<file path="config.mk">
export PLATFORM = sky130hd
export DESIGN_NAME = window_monitor
export DESIGN_NICKNAME = d
export VERILOG_FILES = /design/src/rtl/window_monitor_pkg.sv /design/src/rtl/wm_chan_filter.sv /design/src/rtl/wm_window_cmp.sv /design/src/rtl/wm_fsm.sv /design/src/rtl/window_monitor.sv
export SDC_FILE = /design/constraint.sdc
export NUM_CORES = 1
export LEC_CHECK = 0
export ABC_AREA = 1
export CORE_MARGIN = 8
export CORE_UTILIZATION = 39
export CTS_CLUSTER_DIAMETER = 120
export DETAILED_ROUTE_END_ITERATION = 8
export PLACE_DENSITY = 0.89
export SLEW_MARGIN = 20
export SYNTH_ARGS = -nofsm -noshare
export SYNTH_HDL_FRONTEND = slang
export SYNTH_SLANG_ARGS = --single-unit
</file>
<file path="constraint.sdc">
create_clock -name clk -period 2.6 [get_ports clk]
set_input_delay 0.65 -clock clk [delete_from_list [all_inputs] [get_ports clk]]
set_output_delay 0.65 -clock clk [all_outputs]
set_load 0.005 [all_outputs]
</file>
<file path="src/rtl/window_monitor_pkg.sv">
package window_monitor_pkg;

    typedef enum logic [1:0] {
        MON_OFF     = 2'd0,
        MON_ARMED   = 2'd1,
        MON_TRIPPED = 2'd2
    } mon_state_e;

endpackage

</file>
<file path="src/rtl/wm_chan_filter.sv">
module wm_chan_filter #(
    parameter int CHAN_W = 5
) (
    input  logic              single_sel,
    input  logic [CHAN_W-1:0] res_chan,
    input  logic [CHAN_W-1:0] sel_chan,
    output logic              chan_ok
);
    // In all-channel scope every result qualifies; otherwise only the chosen one.
    always_comb begin
        if (single_sel) chan_ok = (res_chan == sel_chan);
        else            chan_ok = 1'b1;
    end
endmodule

</file>
<file path="src/rtl/wm_window_cmp.sv">
module wm_window_cmp #(
    parameter int DATA_W = 12
) (
    input  logic [DATA_W-1:0] value,
    input  logic [DATA_W-1:0] lim_hi,
    input  logic [DATA_W-1:0] lim_lo,
    output logic              outside
);
    logic above;
    logic below;

    // Limits themselves count as inside the window.
    always_comb begin
        above   = (value > lim_hi);
        below   = (value < lim_lo);
        outside = above | below;
    end
endmodule

</file>
<file path="src/rtl/wm_fsm.sv">
module wm_fsm
    import window_monitor_pkg::*;
(
    input  logic clk,
    input  logic rst_n,
    input  logic mon_en,
    input  logic trip,
    input  logic clr,
    input  logic irq_en,
    output logic flag,
    output logic irq
);
    mon_state_e state_q;
    mon_state_e state_d;

    always_comb begin
        state_d = state_q;
        if (trip) begin
            state_d = MON_TRIPPED;                      // TRIP has priority
        end else begin
            unique case (state_q)
                MON_OFF:     if (mon_en)  state_d = MON_ARMED;   // ENABLE
                MON_ARMED:   if (!mon_en) state_d = MON_OFF;     // DISABLE
                MON_TRIPPED: if (clr)     state_d = mon_en ? MON_ARMED : MON_OFF; // CLEAR
                default:                  state_d = MON_OFF;
            endcase
        end
    end

    always_ff @(posedge clk) begin
        if (!rst_n) state_q <= MON_OFF;
        else        state_q <= state_d;
    end

    always_comb begin
        flag = 1'b0;
        irq  = 1'b0;
        unique case (state_q)
            MON_OFF, MON_ARMED: begin
                flag = 1'b0;
                irq  = 1'b0;
            end
            MON_TRIPPED: begin
                flag = 1'b1;
                irq  = irq_en;
            end
            default: begin
                flag = 1'b0;
                irq  = 1'b0;
            end
        endcase
    end
endmodule

</file>
<file path="src/rtl/window_monitor.sv">
module window_monitor #(
    parameter int DATA_W = 12,
    parameter int CHAN_W = 5
) (
    input  logic              clk,
    input  logic              rst_n,
    input  logic              res_valid,
    input  logic [CHAN_W-1:0] res_chan,
    input  logic [DATA_W-1:0] res_value,
    input  logic              mon_en,
    input  logic              single_sel,
    input  logic [CHAN_W-1:0] sel_chan,
    input  logic [DATA_W-1:0] thr_hi,
    input  logic [DATA_W-1:0] thr_lo,
    input  logic              flag_clr,
    input  logic              irq_en,
    output logic              oor_flag,
    output logic              irq
);
    logic chan_ok;
    logic outside;
    logic trip;

    wm_chan_filter #(.CHAN_W(CHAN_W)) u_filt (
        .single_sel (single_sel),
        .res_chan   (res_chan),
        .sel_chan   (sel_chan),
        .chan_ok    (chan_ok)
    );

    wm_window_cmp #(.DATA_W(DATA_W)) u_cmp (
        .value   (res_value),
        .lim_hi  (thr_hi),
        .lim_lo  (thr_lo),
        .outside (outside)
    );

    assign trip = res_valid & mon_en & chan_ok & outside;

    wm_fsm u_fsm (
        .clk    (clk),
        .rst_n  (rst_n),
        .mon_en (mon_en),
        .trip   (trip),
        .clr    (flag_clr),
        .irq_en (irq_en),
        .flag   (oor_flag),
        .irq    (irq)
    );
endmodule

</file>
Word-level counts from Yosys, hierarchy flattened
Index checks and enable logic that the tools add are counted.
{"block": "op_classes", "magnitude_cmp": 2, "n_eq_ne": 9, "mux": 9, "bitwise": 5, "n_reduce_logical": 4}
{"op": "12-bit > comparator", "count": 1}
{"op": "12-bit less-than comparator", "count": 1}
{"op": "3-bit != test, second input constant", "count": 3}
{"op": "2-bit two-way mux", "count": 4}
{"op": "2-bit != test, second input constant", "count": 3}
{"op": "2-bit one-hot mux with 3 select lines", "count": 1}
{"op": "3-bit AND reduction", "count": 2}
{"op": "5-bit equality test", "count": 1}
{"op": "1-bit two-way mux", "count": 4}
{"op": "1-bit AND", "count": 3}
{"op": "2-bit by 1-bit equality test with 1-bit output, second input constant", "count": 1}
{"op": "2-bit equality test, second input constant", "count": 1}
{"op": "2-bit zero test", "count": 1}
{"op": "2-bit OR reduction", "count": 1}
{"op": "1-bit inverter", "count": 1}
{"op": "1-bit OR", "count": 1}
{"block": "totals", "register_bits": 2, "in_bits": 53, "output_inout_bits": 2, "elab_cells": 31}

Longest topological paths before layout
Gate-level depths: netlist (run 1).
{"block": "logic_depth", "ltp_word": 6, "ltp_mapped": 13, "mapped_depth_nobuf": 13}

Cells and area by module
From an unflattened synthesis (run 1), not the netlist that was laid out.
{"block": "hier_totals", "hier_cells": 150, "area_unflattened_um2": 859.6}
{"module": "wm_window_cmp", "instances": 1, "cells_per_inst": 108, "area_each_um2": 654.4, "seq_area_each_um2": 0.0}
{"module": "wm_fsm", "instances": 1, "cells_per_inst": 15, "area_each_um2": 97.6, "seq_area_each_um2": 40.0}
{"module": "wm_chan_filter", "instances": 1, "cells_per_inst": 24, "area_each_um2": 96.3, "seq_area_each_um2": 0.0}
{"module": "window_monitor", "instances": 1, "cells_per_inst": 3, "area_each_um2": 11.3, "seq_area_each_um2": 0.0}

Worst setup path after synthesis (run 1)
Ideal clock, no wire load.
{"block": "synth_path", "path_type": "in2reg", "from": "input port thr_lo[11]", "to": "register u_fsm.state_q[1]", "t_arrival_ns": 1.576, "required_time_ns": 2.534, "setup_slack_ns": 0.958, "cell_stages": 9, "path_buffers": 0, "cell_sequence": "inv_1 > ha_1 > a21oi_1 > o21ai_1 > nor2_1 > nand2_4 > nand2_1 > nand2_1 > a21oi_2"}
{"block": "synth_via", "elab_chain_cells": 5}
{"element": "from (decl)", "line_no": "window_monitor.sv:14", "rtl": "input logic [DATA_W-1:0] thr_lo,"}
{"element": "12-bit less-than comparator *", "line_no": "wm_window_cmp.sv:15", "rtl": "below = (value < lim_lo);"}
{"element": "1-bit OR *", "line_no": "wm_window_cmp.sv:16", "rtl": "outside = above | below;"}
{"element": "1-bit AND *", "line_no": "window_monitor.sv:38", "rtl": "assign trip = res_valid & mon_en & chan_ok & outside;"}
{"element": "3-bit != test (no line)"}
{"element": "3-bit AND reduction (no line)"}
{"element": "to (signal assigned)", "line_no": "wm_fsm.sv:32", "rtl": "else state_q <= state_d;"}
{"element": "to (decl)", "line_no": "wm_fsm.sv:13", "rtl": "mon_state_e state_q;"}
Every way passes the cells marked *; elsewhere a longest branch is shown, timed or not.
A chain may end at the register's enable or synchronous reset.

Worst setup path in the final report (run 1)
{"block": "layout_path", "from": "input port irq_en", "to": "output port irq"}
{"block": "layout_via", "elab_chain_cells": 1}
{"element": "from (decl)", "line_no": "window_monitor.sv:16", "rtl": "input logic irq_en,"}
{"element": "1-bit two-way mux", "line_no": "wm_fsm.sv:38", "rtl": "unique case (state_q)"}
{"element": "to (decl)", "line_no": "window_monitor.sv:18", "rtl": "output logic irq"}
No other way between the ends.

==> reports/qor.log, run 1 <==
[clocking] Sink Count 2
[clocking] Resized cells post-CTS 0
[clocking] clock root buffer master sky130_fd_sc_hd__clkbuf_4
[route] initial drt markers 17
[floorplanning] top-level I/O count 55
[clocking] deepest level of the CTS H-tree 1
[final_layout] Area growth syn-to-layout 70.7%
[final_layout] final std cell area, no fill 0.00144 mm^2
[final_layout] final net count 269
[power_and_ir_drop] combinational fraction of design power 64.9%
[synthesis] number of cells produced by synthesis 134
[sta] slew at the pin with the worst max-slew slack 0.197 ns
[global_route] leftover overflow at the end of global routing 0
[power_and_ir_drop] power density over the cells 208 mW/mm^2
[synthesis] net count after synthesis 210
[power_and_ir_drop] sequential cell fraction of total power 11.2%
[hold_path] critical hold path startpoint u_fsm.state_q[1]$_SDFFE_PN0P_
[final_layout] Largest register FFs 2
[worst_setup_path] logic depth of the worst register-to-register path 4
[route] via count 961
[clocking] number of buffers added to fix hold violations after cts 0
[final_layout] fraction of layout instances using a drive strength above 1 8.90%
[synthesis] post-synthesis sequential area ratio 4.73%
[clocking] CTS tree yes
[worst_setup_path] worst reg-to-reg setup slack 1.84 ns
[hold_path] worst min-delay path endpoint u_fsm.state_q[0]$_SDFFE_PP0P_
[sta] Max transition margin 86.8%
[worst_setup_path] critical path startpoint category primary input
[power_and_ir_drop] cell-internal power 0.000201 W
[power_and_ir_drop] Max rail drop VDD 0.158 mV
[sta] Setup Viol. Count Final 0
[final_layout] sequential cell area in the final layout 40.0 um^2
[sta] final max-slew violation count 0
[run_status] result of the run completed
[synthesis] Avg Cell Area, Syn 6.31 um^2
[clocking] CTS Buf Count 3
[global_route] global-route wire length before repair 4020 um
[global_route] largest net degree at the start of global routing 4
[floorplanning] Cell Rows 17
[place] area post-placement 0.00142 mm^2
[worst_setup_path] Worst Path Class, Setup in2out
[route] Antenna Nets Post-Route 0
[sta] Setup Total Neg Slack 0 ns
[worst_setup_path] critical path required time 1.95 ns
[route] detailed-route DRC error count 0
[route] Total Wirelength 2400 um
[job] max-cap violations 0
[sta] maximum clock frequency 409 MHz
[route] 1st-pass router iterations 2
[synthesis] area of the mapped netlist 846 um^2
[clocking] Setup Buffers After CTS 0
[floorplanning] Die Y-Extent 62.6 um
[worst_setup_path] Data arrival, critical path 1.80 ns
[final_layout] number of antenna repair diodes 0
[worst_setup_path] endpoint of the most critical register-to-register path u_fsm.state_q[1]$_SDFFE_PN0P_
[final_layout] register containing the most flip-flops in the final layout u_fsm.state_q
[sta] final critical-path required period 2.45 ns
[route] routed length per placed instance 10.9 um
[final_layout] largest registers in the final layout u_fsm.state_q (2)
[floorplanning] Starting Density 39.8%
[power_and_ir_drop] Leak 0.788 nW
[sta] final clock skew 0.00225 ns
[sta] final period utilization 94.1%
[hold_path] worst min-delay path category reg2reg
[final_layout] area used by multi-input combinational logic 659 um^2
[power_and_ir_drop] share of total power consumed by net switching 33.1%
[synthesis] number of synthesized register bits 2
[sta] Hold Fails Final Rpt 0
[final_layout] Layout fillers 186
[clocking] Max Root-Sink Buffers 2
[clocking] clock latency at the later pin of the worst-skew pair 0.23 ns
[route] via density per instance 4.39
[worst_setup_path] kind of capture point of the worst setup path output port
[global_route] number of global-route vias before repair 996
[sta] setup repair after global routing missed its margin false
[power_and_ir_drop] switching power 0.0000996 W
[place] Port-buffer cells 54
[synthesis] Yosys warning count 0
[hold_path] worst hold stages 3
[worst_setup_path] maximum fanout along the worst path 1
[global_route] global-route usage over all layers 12.3%
[place] detailed-placement wirelength estimate 2190 um
[global_route] number of antenna violations at the first check in global routing 0
[final_layout] core occupancy in the finished layout 67.9%
[power_and_ir_drop] clock network power share 23.9%
[floorplanning] Core Box Area 0.00213 mm^2
[floorplanning] horizontal die dimension 62.6 um
[synthesis] number of distinct library cell variants in the gate-level netlist after synthesis 21
[worst_setup_path] worst flop-to-flop path startpoint u_fsm.state_q[1]$_SDFFE_PN0P_
[place] gp weighted congestion 0.767
[clocking] clock transition at the registers of the reported paths 0.03 ns
[floorplanning] Total Die Area 0.00392 mm^2
[placed cells by master, fill, tap and decap left out]
master	instances
sky130_fd_sc_hd__xnor2_1	1
sky130_fd_sc_hd__nor2_1	8
sky130_fd_sc_hd__clkbuf_4	3
sky130_fd_sc_hd__nand2_1	31
sky130_fd_sc_hd__nand2_2	1
sky130_fd_sc_hd__dfxtp_1	2
sky130_fd_sc_hd__nand3_1	3
sky130_fd_sc_hd__xor2_1	3
sky130_fd_sc_hd__a21oi_4	1
sky130_fd_sc_hd__clkdlybuf4s50_1	54
sky130_fd_sc_hd__nand3_2	1
sky130_fd_sc_hd__o21ai_0	1
sky130_fd_sc_hd__inv_2	6
sky130_fd_sc_hd__nand4_1	3
sky130_fd_sc_hd__o21ai_1	1
sky130_fd_sc_hd__a21o_1	1
sky130_fd_sc_hd__nor2_4	2
sky130_fd_sc_hd__a21oi_2	1
sky130_fd_sc_hd__a21oi_1	9
sky130_fd_sc_hd__nand2_4	2
sky130_fd_sc_hd__nor3b_1	1
sky130_fd_sc_hd__inv_1	33
sky130_fd_sc_hd__ha_1	23
[layout make-up]
| cell class | count | area share (%) |
|---|---|---|
| inverters | 39 | 10.1 |
| multi-input cells | 93 | 45.7 |
| clock buffers | 3 | 1.56 |
| well taps | 28 | 2.43 |
| repair buffers | 54 | 37.4 |
| flip-flops and latches | 2 | 2.77 |
[power by group through the flow]
stage | Combinational [W] | Clock, W | Sequential [W]
after floorplan | 0.0000927 | 0 | 0.0000337
after global placement | 0.000189 | 0 | 0.0000339
after detailed placement | 0.000196 | 0 | 0.0000339
after CTS | 0.000197 | 0.0000758 | 0.0000335
after global routing | 0.000220 | 0.0000806 | 0.0000336
final | 0.000195 | 0.0000718 | 0.0000336
[logic make-up after synthesis]
kind of cell | after synthesis | synth area share (%)
compound gates | 14 | 10.4
xor+xnor | 4 | 4.14
fa+ha+maj | 23 | 34.0
buf+inv | 39 | 17.3
flops | 2 | 4.73
simple gates | 52 | 29.4
[critical path: stages]
cell	delay (ns)
sky130_fd_sc_hd__clkdlybuf4s50_1	0.45
sky130_fd_sc_hd__nor3b_1	0.17
sky130_fd_sc_hd__clkdlybuf4s50_1	0.53
[per-stage QoR]
| stage | cells | power, W | hold WS, ns | worst slack, ns |
|---|---|---|---|---|
| after floorplan | 134 | 0.000126 | 0.506 | 0.958 |
| after global placement | 216 | 0.000223 | 0.530 | 0.157 |
| after detailed placement | 216 | 0.000230 | 0.541 | 0.143 |
| after CTS | 219 | 0.000307 | 0.552 | 0.143 |
| after global routing | 219 | 0.000335 | 0.566 | 0.108 |
| final | 219 | 0.000300 | 0.546 | 0.153 |
[per-layer routing]
layer  part of all wire (%)  global-route usage, %
met1                     38                   11.2
met2                     55                   24.3
met3                    4.4                   3.05
met5                      0                      0
met4                    2.1                   5.98
[cell usage after synthesis]
master                    count  share of area (%)
sky130_fd_sc_hd__inv_1       33                 15
sky130_fd_sc_hd__o21ai_1      1               0.59
sky130_fd_sc_hd__nand3_2      1                1.2
sky130_fd_sc_hd__nand4_1      3                2.2
sky130_fd_sc_hd__a21oi_1      9                5.3
sky130_fd_sc_hd__inv_2        6                2.7
sky130_fd_sc_hd__nor2_1       8                3.6
sky130_fd_sc_hd__nand2_2      1               0.74
sky130_fd_sc_hd__a21oi_4      1                1.9
sky130_fd_sc_hd__a21oi_2      1                1.0
sky130_fd_sc_hd__ha_1        23                 34
sky130_fd_sc_hd__a21o_1       1               0.89
sky130_fd_sc_hd__dfxtp_1      2                4.7
sky130_fd_sc_hd__xor2_1       3                3.1
sky130_fd_sc_hd__xnor2_1      1                1.0
sky130_fd_sc_hd__nor3b_1      1               0.89
sky130_fd_sc_hd__nand2_4      2                2.7
sky130_fd_sc_hd__o21ai_0      1               0.59
sky130_fd_sc_hd__nand3_1      3                1.8
sky130_fd_sc_hd__nand2_1     31                 14
sky130_fd_sc_hd__nor2_4       2                2.7
[worst max path at each step]
stage	start	end	cells after the start
after global routing	irq_en	irq	3
after global placement	irq_en	irq	3
final	irq_en	irq	3
after floorplan	thr_lo[11]	u_fsm.state_q[1]$_SDFFE_PN0P_	9
after detailed placement	irq_en	irq	3
after CTS	irq_en	irq	3
No activity file was read; power rests on OpenSTA's default activity.
==> run 2: changes to the inputs <==
Settings changed: CAP_MARGIN set to 20, GPL_TIMING_DRIVEN set to 0, TNS_END_PERCENT set to 100.
==> run 2 against run 1 <==
Net effect: sequential power about the same; critical path type unchanged; setup slack got worse by 0.0040 ns; die area did not move; largest cell class unchanged; fmax fell by 0.16%; flip-flop and latch count stayed put.
==> reports/qor.log, run 2 (synthesized netlist as in run 1, its figures left out) <==
[floorplanning] Die Y-Extent 62.6 um [unchanged]
[run_status] result of the run completed
[worst_setup_path] count of buffer and inverter cells on the critical path 2 [unchanged]
[sta] setup repair after global routing missed its margin false
[global_route] global-route wire length before repair 4150 um [+3.1%]
[job] max-cap violations 0 [unchanged]
[worst_setup_path] maximum cell stage delay along the critical path 0.54 ns [about the same]
[final_layout] commonest cells after routing, fill and taps aside sky130_fd_sc_hd__clkdlybuf4s50_1 (54), sky130_fd_sc_hd__inv_1 (33), sky130_fd_sc_hd__nand2_1 (31)
[power_and_ir_drop] clock network power share 22.7% [-1.2 points]
[clocking] Sink Count 2 [unchanged]
[worst_setup_path] Data arrival, critical path 1.80 ns [about the same]
[power_and_ir_drop] cell-internal power 0.000201 W [about the same]
[power_and_ir_drop] combinational fraction of design power 66.0% [+1.1 points]
[sta] Worst Slack Setup Final 0.149 ns [-0.00397 ns]
[worst_setup_path] critical path startpoint category primary input
[hold_path] worst hold stages 4 [+1]
[final_layout] Area growth syn-to-layout 70.7% [unchanged]
[floorplanning] Cell Rows 17 [unchanged]
[final_layout] number of antenna repair diodes 0 [unchanged]
[worst_setup_path] Worst Path Class, Setup in2out
[sta] Max transition margin 86.8% [about the same]
[worst_setup_path] worst flop-to-flop path startpoint u_fsm.state_q[0]$_SDFFE_PP0P_
[route] routed length per placed instance 11.3 um [+3.1%]
[floorplanning] top-level I/O count 55 [unchanged]
[worst_setup_path] logic depth of the worst register-to-register path 3 [-1]
[final_layout] fraction of layout instances using a drive strength above 1 8.90% [unchanged]
[global_route] leftover overflow at the end of global routing 0 [unchanged]
[place] gp weighted congestion 0.769 [+0.23%]
[hold_path] worst min-delay path category reg2reg
[final_layout] most common cell after layout, fill and taps aside sky130_fd_sc_hd__clkdlybuf4s50_1
[power_and_ir_drop] power density over the cells 207 mW/mm^2 [-0.59%]
[sta] final period utilization 94.3% [+0.15 points]
[floorplanning] Total Die Area 0.00392 mm^2 [unchanged]
[worst_setup_path] CP cell instances clkdlybuf4s50_1, nor3b_1, clkdlybuf4s50_1
[global_route] number of global-route vias before repair 1058 [+6.2%]
[worst_setup_path] maximum fanout along the worst path 1 [unchanged]
[hold_path] critical hold path startpoint u_fsm.state_q[1]$_SDFFE_PN0P_
[final_layout] register containing the most flip-flops in the final layout u_fsm.state_q
[final_layout] largest registers in the final layout u_fsm.state_q (2)
[route] Antenna Nets Post-Route 0 [unchanged]
[place] pre-CTS setup slack 0.148 ns [+0.00577 ns]
[floorplanning] Core Box Area 0.00213 mm^2 [unchanged]
[route] via count 986 [+2.6%]
[clocking] clock latency at the later pin of the worst-skew pair 0.22 ns [about the same]
[clocking] deepest level of the CTS H-tree 1 [unchanged]
[place] Port-buffer cells 54 [unchanged]
[final_layout] Largest register FFs 2 [unchanged]
[worst_setup_path] critical path required time 1.95 ns [about the same]
[sta] slew at the pin with the worst max-slew slack 0.198 ns [+0.00115 ns]
[sta] Hold Fails Final Rpt 0 [unchanged]
[power_and_ir_drop] sequential cell fraction of total power 11.3% [about the same]
[worst_setup_path] dominant cell type by count on the critical path sky130_fd_sc_hd__clkdlybuf4s50_1
[global_route] number of antenna violations at the first check in global routing 0 [unchanged]
[global_route] largest net degree at the start of global routing 4 [unchanged]
[sta] maximum clock frequency 408 MHz [-0.16%]
[worst_setup_path] critical path's top delay family buffers and inverters
[worst_setup_path] kind of capture point of the worst setup path output port
[clocking] CTS Buf Count 3 [unchanged]
[clocking] clock root buffer master sky130_fd_sc_hd__clkbuf_4
[hold_path] worst min-delay path endpoint u_fsm.state_q[1]$_SDFFE_PN0P_
[sta] final critical-path required period 2.45 ns [+0.00397 ns]
[power_and_ir_drop] overall power after layout 0.000299 W [-0.59%]
[floorplanning] Starting Density 39.8% [unchanged]
[clocking] CTS tree yes
[worst_setup_path] endpoint of the most critical register-to-register path u_fsm.state_q[0]$_SDFFE_PP0P_
[place] detailed-placement wirelength estimate 2260 um [+3.2%]
[clocking] Resized cells post-CTS 0 [unchanged]
[power_and_ir_drop] switching power 0.0000978 W [-1.8%]
[floorplanning] horizontal die dimension 62.6 um [unchanged]
[power_and_ir_drop] Leak 0.788 nW [unchanged]
[route] detailed-route DRC error count 0 [unchanged]
[clocking] Setup Buffers After CTS 0 [unchanged]
[sta] final clock skew 0.00129 ns [-0.000963 ns]
[sta] Setup Viol. Count Final 0 [unchanged]
[final_layout] core occupancy in the finished layout 67.9% [unchanged]
[route] 1st-pass router iterations 4 [+2]
[sta] final max-slew violation count 0 [unchanged]
[power_and_ir_drop] Max rail drop VDD 0.140 mV [-12%]
[clocking] number of buffers added to fix hold violations after cts 0 [unchanged]
[route] initial drt markers 22 [+5]
[worst_setup_path] slowest stage cell on the critical path sky130_fd_sc_hd__clkdlybuf4s50_1
[clocking] Max Root-Sink Buffers 2 [unchanged]
[worst_setup_path] worst reg-to-reg setup slack 1.79 ns [-0.05 ns]
[final_layout] final net count 269 [unchanged]
[global_route] global-route usage over all layers 12.5% [+0.22 points]
[clocking] clock transition at the registers of the reported paths 0.03 ns [about the same]
[power_and_ir_drop] share of total power consumed by net switching 32.7% [-0.40 points]
[sta] Setup Total Neg Slack 0 ns [unchanged]
[route] via density per instance 4.50 [+2.6%]
[route] Total Wirelength 2470 um [+3.1%]
## run 2: how the worst max path moves through the flow
stage | depth (start not counted) | start | slack (ns) | end
floorplan | 9 | thr_lo[11] | 0.96 | u_fsm.state_q[1]$_SDFFE_PN0P_
global placement | 3 | irq_en | 0.14 | irq
detailed placement | 3 | irq_en | 0.15 | irq
CTS | 3 | irq_en | 0.14 | irq
global route | 3 | irq_en | 0.09 | irq
finish | 3 | irq_en | 0.15 | irq
## run 2: tightest hold or removal path, cell delays in order (launching register included)
cell	delay, ns
sky130_fd_sc_hd__dfxtp_1	0.30
sky130_fd_sc_hd__inv_1	0.06
sky130_fd_sc_hd__nor2_1	0.05
sky130_fd_sc_hd__nand2_1	0.07
sky130_fd_sc_hd__a21oi_2	0.05
## run 2: power groups by stage
stage / sequential, W / combinational, W / clock, W
after CTS: 0.0000337 / 0.000200 / 0.0000694
after floorplan: 0.0000337 / 0.0000927 / 0
final: 0.0000338 / 0.000197 / 0.0000677
after detailed placement: 0.0000340 / 0.000198 / 0
after global placement: 0.0000338 / 0.000189 / 0
after global routing: 0.0000338 / 0.000223 / 0.0000745
## run 2: area by class of cell
type / count / area (um^2)
Timing Repair Buffer: 54 / 541
Clock buffer: 3 / 22.5
Tap cell: 28 / 35.0
Multi-Input combinational cell: 93 / 659
Sequential cell: 2 / 40.0
Inverter: 39 / 146
Fill cell: 183 / 683
## run 2: metal layers
metal  part of all wire, %  vias to the layer above  track usage (%)
met5                     0                        -                0
met4                   1.0                        0             7.12
met3                   4.1                        4             3.41
met2                    56                       34             24.6
met1                    38                      420             11.0
li1                      -                      528                -
## run 2: stage by stage
stage	cell area (um^2)	hold slack [ns]	cells
5_1_grt	1440	0.607	219
2_1_floorplan	846	0.506	134
3_3_place_gp	1420	0.528	216
3_5_place_dp	1420	0.563	216
6_report	1440	0.579	219
4_1_cts	1440	0.572	219
